File: src/rtl/glh_pkg.sv
package glh_pkg;
  // 2-bit direction counter; the upper bit is the prediction
  typedef enum logic [1:0] {
    CNT_STRONG_NT = 2'b00,
    CNT_WEAK_NT   = 2'b01,
    CNT_WEAK_T    = 2'b10,
    CNT_STRONG_T  = 2'b11
  } cnt_t;

  localparam cnt_t CNT_RESET = CNT_WEAK_NT;

  // saturating step toward the resolved direction
  function automatic cnt_t cnt_step(input cnt_t cur, input logic taken);
    cnt_t nxt;
    if (taken) nxt = (cur == CNT_STRONG_T)  ? cur : cnt_t'(cur + 2'd1);
    else       nxt = (cur == CNT_STRONG_NT) ? cur : cnt_t'(cur - 2'd1);
    return nxt;
  endfunction
endpackage

File: src/rtl/glh_history.sv
module glh_history #(
  parameter int HIST_W = 2
) (
  input  logic              clk,
  input  logic              rst,
  input  logic              shift_en,
  input  logic              shift_bit,
  output logic [HIST_W-1:0] hist
);
  logic [HIST_W-1:0] hist_q;

  always_ff @(posedge clk) begin
    if (rst)           hist_q <= '0;
    else if (shift_en) hist_q <= HIST_W'({hist_q, shift_bit});
  end

  assign hist = hist_q;
endmodule

File: src/rtl/glh_counter_bank.sv
module glh_counter_bank
  import glh_pkg::*;
#(
  parameter int IDX_W  = 6,
  parameter int HIST_W = 2
) (
  input  logic              clk,
  input  logic              rst,
  input  logic [IDX_W-1:0]  rd_row,
  input  logic [HIST_W-1:0] rd_set,
  output cnt_t              rd_cnt,
  input  logic              wr_en,
  input  logic [IDX_W-1:0]  wr_row,
  input  logic [HIST_W-1:0] wr_set,
  input  logic              wr_taken
);
  localparam int ADDR_W  = IDX_W + HIST_W;
  localparam int ENTRIES = 1 << ADDR_W;

  logic [ADDR_W-1:0] rd_addr;
  logic [ADDR_W-1:0] wr_addr;
  cnt_t              cnt_w [ENTRIES];

  assign rd_addr = {rd_row, rd_set};
  assign wr_addr = {wr_row, wr_set};

  for (genvar e = 0; e < ENTRIES; e++) begin : g_ent
    cnt_t c_q;
    always_ff @(posedge clk) begin
      if (rst)                                     c_q <= CNT_RESET;
      else if (wr_en && (wr_addr == ADDR_W'(e)))   c_q <= cnt_step(c_q, wr_taken);
    end
    assign cnt_w[e] = c_q;
  end

  assign rd_cnt = cnt_w[rd_addr];
endmodule

File: src/rtl/glh_resp_stage.sv
module glh_resp_stage #(
  parameter int HIST_W = 2
) (
  input  logic              clk,
  input  logic              rst,
  input  logic              in_valid,
  output logic              in_ready,
  input  logic              in_taken,
  input  logic [HIST_W-1:0] in_hist,
  output logic              out_valid,
  input  logic              out_ready,
  output logic              out_taken,
  output logic [HIST_W-1:0] out_hist
);
  logic              v_q;
  logic              t_q;
  logic [HIST_W-1:0] h_q;
  logic              load;

  assign in_ready = !v_q || out_ready;
  assign load     = in_valid && in_ready;

  always_ff @(posedge clk) begin
    if (rst)            v_q <= 1'b0;
    else if (load)      v_q <= 1'b1;
    else if (out_ready) v_q <= 1'b0;
  end

  always_ff @(posedge clk) begin
    if (rst) begin
      t_q <= 1'b0;
      h_q <= '0;
    end else if (load) begin
      t_q <= in_taken;
      h_q <= in_hist;
    end
  end

  assign out_valid = v_q;
  assign out_taken = t_q;
  assign out_hist  = h_q;
endmodule

File: src/rtl/glh_predictor.sv
module glh_predictor
  import glh_pkg::*;
#(
  parameter int PC_W   = 32,
  parameter int IDX_W  = 6,
  parameter int HIST_W = 2
) (
  input  logic              clk,
  input  logic              rst,
  input  logic              lk_valid,
  output logic              lk_ready,
  input  logic [PC_W-1:0]   lk_pc,
  output logic              pr_valid,
  input  logic              pr_ready,
  output logic              pr_taken,
  output logic [HIST_W-1:0] pr_hist,
  input  logic              rs_valid,
  output logic              rs_ready,
  input  logic [PC_W-1:0]   rs_pc,
  input  logic              rs_taken,
  input  logic [HIST_W-1:0] rs_hist
);
  localparam int ROW_LO = 2;
  localparam int ROW_HI = ROW_LO + IDX_W - 1;

  logic [HIST_W-1:0] ghr_q;
  cnt_t              rd_cnt;
  logic              rs_fire;

  assign rs_ready = !rst;
  assign rs_fire  = rs_valid && rs_ready;

  glh_history #(.HIST_W(HIST_W)) u_hist (
    .clk       (clk),
    .rst       (rst),
    .shift_en  (rs_fire),
    .shift_bit (rs_taken),
    .hist      (ghr_q)
  );

  glh_counter_bank #(.IDX_W(IDX_W), .HIST_W(HIST_W)) u_bank (
    .clk      (clk),
    .rst      (rst),
    .rd_row   (lk_pc[ROW_HI:ROW_LO]),
    .rd_set   (ghr_q),
    .rd_cnt   (rd_cnt),
    .wr_en    (rs_fire),
    .wr_row   (rs_pc[ROW_HI:ROW_LO]),
    .wr_set   (rs_hist),
    .wr_taken (rs_taken)
  );

  glh_resp_stage #(.HIST_W(HIST_W)) u_resp (
    .clk       (clk),
    .rst       (rst),
    .in_valid  (lk_valid),
    .in_ready  (lk_ready),
    .in_taken  (rd_cnt[1]),
    .in_hist   (ghr_q),
    .out_valid (pr_valid),
    .out_ready (pr_ready),
    .out_taken (pr_taken),
    .out_hist  (pr_hist)
  );
endmodule

File: config.mk
export PLATFORM = sky130hd
export DESIGN_NAME = glh_predictor
export DESIGN_NICKNAME = d
export VERILOG_FILES = /design/src/rtl/glh_pkg.sv /design/src/rtl/glh_history.sv /design/src/rtl/glh_counter_bank.sv /design/src/rtl/glh_resp_stage.sv /design/src/rtl/glh_predictor.sv
export SDC_FILE = /design/constraint.sdc
export NUM_CORES = 2
export LEC_CHECK = 0
export ABC_AREA = 1
export BUFFER_PORTS_ARGS = -buffer_cell sky130_fd_sc_hd__clkbuf_2
export CAP_MARGIN = 20
export CELL_PAD_IN_SITES_DETAIL_PLACEMENT = 0
export CELL_PAD_IN_SITES_GLOBAL_PLACEMENT = 1
export CORE_UTILIZATION = 45
export DETAILED_ROUTE_END_ITERATION = 10
export HOLD_SLACK_MARGIN = 0.1
export PLACE_DENSITY_LB_ADDON = 0.1
export SYNTH_ARGS = -nofsm -noshare
export SYNTH_HDL_FRONTEND = slang
export SYNTH_SLANG_ARGS = --single-unit
File: constraint.sdc
create_clock -name clk -period 1.8 [get_ports clk]
set_input_delay 0.18 -clock clk [delete_from_list [all_inputs] [get_ports clk]]
set_output_delay 0.18 -clock clk [all_outputs]
set_load 0.02 [all_outputs]
==> impl_results.md <==
* Area of the mapped netlist at 0.0270 mm^2
* Critical path, cell by cell: inv_8, bufbuf_16, nand2_1, nand3_1, nand3_1, nand3_1, nand3_1, nand3_1, nand2_1, nand2_1, nand3b_1, nand3_1, nand2_1, inv_1
* Failing checks: design-rule violations, negative setup slack
* Critical path type: register to register
* Total negative slack at -79.5 ps
* Seq/Total Area, Yosys at 0.384
* CP max stage delay at 420 ps
* Routed WL per cell at 17.2 um
* Antenna Cells at 0
* FF+latch area at 0.0104 mm^2
* Multi-input gate area at 0.0140 mm^2
* Slew @ Worst Pin at 914 ps
* Fill cell count at 5913
* Post-place setup slack at -229 ps
* Cell area power density at 819 mW/mm^2
* Worst Path Max Fanout at 11
* Min Tclk post-route at 1880 ps
* I/O pins at 78
* CTS sink count at 518
* Startpoint Class: register
* Reg2reg start: u_hist.hist[0]
* # port buffers at 25
* Maximum number of pins on one net before global-route repair at 161
* Endpoints failing hold at 0
* First-pass GRT wire length at 135 mm
* Synth unique cells at 31
* Initial detailed-routing violation count at 2140
* Final Util at 0.540
* Leading cell type in the layout, fill and taps excluded: nand2_1
* CP arrival at 2400 ps
* Clk slew on worst S/H paths at 60 ps
* Hold path start: rst
* Maximum VDD drop at 778 uV
* Vias per Instance at 5.38
* Die Y at 247 um
* Unrepaired setup endpoints after global routing: true
* FMAX at 0.532 GHz
* Hold Slack at 216 ps
* Vias in the first global route at 24.1k
* Initial Utilization at 0.457
* H-tree depth at 2
* Core area at 0.0591 mm^2
* Total die area at 0.0610 mm^2
* # rows at 89
* GPL Wtd Cong at 0.851
* Die width at 247 um
* Final Slew Violations at 0
* Final period util at 1.04
* Relative slew slack at 0.391
* Syn. warnings at 0
* CTS tree: yes
* Worst-case clock skew at 13.3 ps
* Post-DP HPWL at 57.2 mm
* Layout Nets at 4304
* CP startpoint: u_hist.hist[0]
* Clk root buf: clkbuf_16
* Total power at 26.2 mW
* Leak at 11.1 nW
* Share of cells above drive strength 1 at 0.121
* Antenna viol nets, final at 0
* Setup violators final at 1
* CTS max path bufs at 3
* Worst path most repeated cell: nand3_1
* Remaining global-route overflow at 0
* Detailed-route via count at 27.2k
* Syn Nets at 4204
* # DRC at 2
* Detailed Routing Iterations Pass 1 at 9
* Hold WC Path Type: input pin to register
* TritonCTS Buffers at 59
* Syn avg cell area at 6.54 um^2
* P&R area growth vs syn at 18.2%
* Setup WS post-layout at -79.5 ps
* WP data required at 2320 ps
* Post-Synthesis Cells at 4132
* Initial antenna violation count at 0
* CP Capture Type: register
* Status: finished, violations left
* Routed WL at 86.8 mm
* Synth Register Bits at 518
* Max Cap Violations at 0
* Crit path max-delay cell type: dfxtp_4
* Clk_lat worst skew at 630 ps
* GRT Util Overall at 0.283
* Most frequent cells in the layout: nand2_1, dfxtp_1, a21oi_1
-- layout make-up --
cell class                 count  area share
multi-input combinational   2936       0.438
sequential                   518       0.325
timing repair buffer         266      0.0902
clock buffer                  86      0.0564
inverter                     451      0.0537
tap                          773      0.0303
clock inverter                18     0.00674
-- state kept, by name, indices dropped and copies added, names as in the netlist --
name / cells
u_resp.out_valid: 1
u_resp.out_taken: 1
u_hist.hist: 2
u_resp.out_hist: 2
u_bank.g_ent.c_q: 512
-- synth_stat cells --
library cell  count  area share
o22ai_1          46       0.011
o31ai_1          14      0.0039
a22oi_1          34      0.0094
or2_2            58       0.013
o21ai_1          23      0.0043
buf_6            13      0.0054
o211ai_1          7      0.0019
nor2_4            8      0.0033
inv_1           419       0.058
buf_4            15      0.0042
nor2_2           26      0.0060
dfxtp_1         518        0.38
nand3_1         428       0.079
inv_6             1     0.00032
nand2_4           1     0.00042
a221o_1          77       0.029
nor3_1            3     0.00056
nand2_2           1     0.00023
buf_2            48      0.0089
a31oi_1           6      0.0014
a21oi_1         461       0.085
nor3_4            1     0.00060
nand2_1         862        0.12
clkbuf_1        128       0.018
buf_1            23      0.0032
inv_2            31      0.0043
nor3_2            4      0.0015
a21oi_2          12      0.0039
nor2_1          451       0.063
nand3b_1          1     0.00028
o21ai_0         412       0.076
-- where the power goes --
group | internal [mW] | total, mW | switching [mW]
Clock | 7.57 | 12.6 | 5.02
Combinational | 0.664 | 2.06 | 1.40
Sequential | 11.5 | 11.5 | 0.0222
Total | 19.7 | 26.2 | 6.44
-- worst max-delay path: cells and delay by family, from the launching register on --
kind | cells | cell delay, ps
and+or+nand+nor | 11 | 940
buffers and inverters | 3 | 400
DFF | 1 | 420
-- layer usage --
metal | vias to the layer above | wire [um] | global-route usage
met5 | - | 0 | 0
met4 | 0 | 2410 | 0.0884
met3 | 118 | 5370 | 0.0319
met2 | 698 | 37700 | 0.442
met1 | 12500 | 41300 | 0.403
li1 | 13900 | - | -
-- through the flow --
| stage | instances | area [um^2] |
|---|---|---|
| 3_5_place_dp | 4934 | 29600 |
| 5_1_grt | 5048 | 31900 |
| 3_3_place_gp | 4934 | 29600 |
| 4_1_cts | 5048 | 31900 |
| 6_report | 5048 | 31900 |
| 2_1_floorplan | 4132 | 27000 |
-- what timing repair did --
action / 4_1_cts / 5_1_grt
setup buffers: 0 / 0
hold buffers: 7 / 0
gates resized for setup: 27 / 3
hold endpoints to repair: 14 / 0
cloned: 3 / 0
pin swaps: 6 / 0
setup endpoints to repair: 1 / 1
-- logic make-up (layout without fill, tap and decap cells) --
| kind of cell | count (synthesis) | in the layout | share of synthesized area |
|---|---|---|---|
| AND/OR/NAND/NOR | 1844 | 1844 | 0.288 |
| AO/OA/AOI/OAI | 1092 | 1092 | 0.226 |
| buffers and inverters | 678 | 821 | 0.102 |
| flip-flops | 518 | 518 | 0.384 |
-- path summary, 6_finish.rpt --
path	cells after the start	endpoint	slack, ps
worst max-delay path	14	u_resp.out_taken	-80
worst min-delay path	4	u_bank.g_ent[249].c_q[1]	220
worst min register to register	2	u_bank.g_ent[126].c_q[1]	460
worst max register to register	14	u_resp.out_taken	-80
No activity file was read; power rests on OpenSTA's default activity.
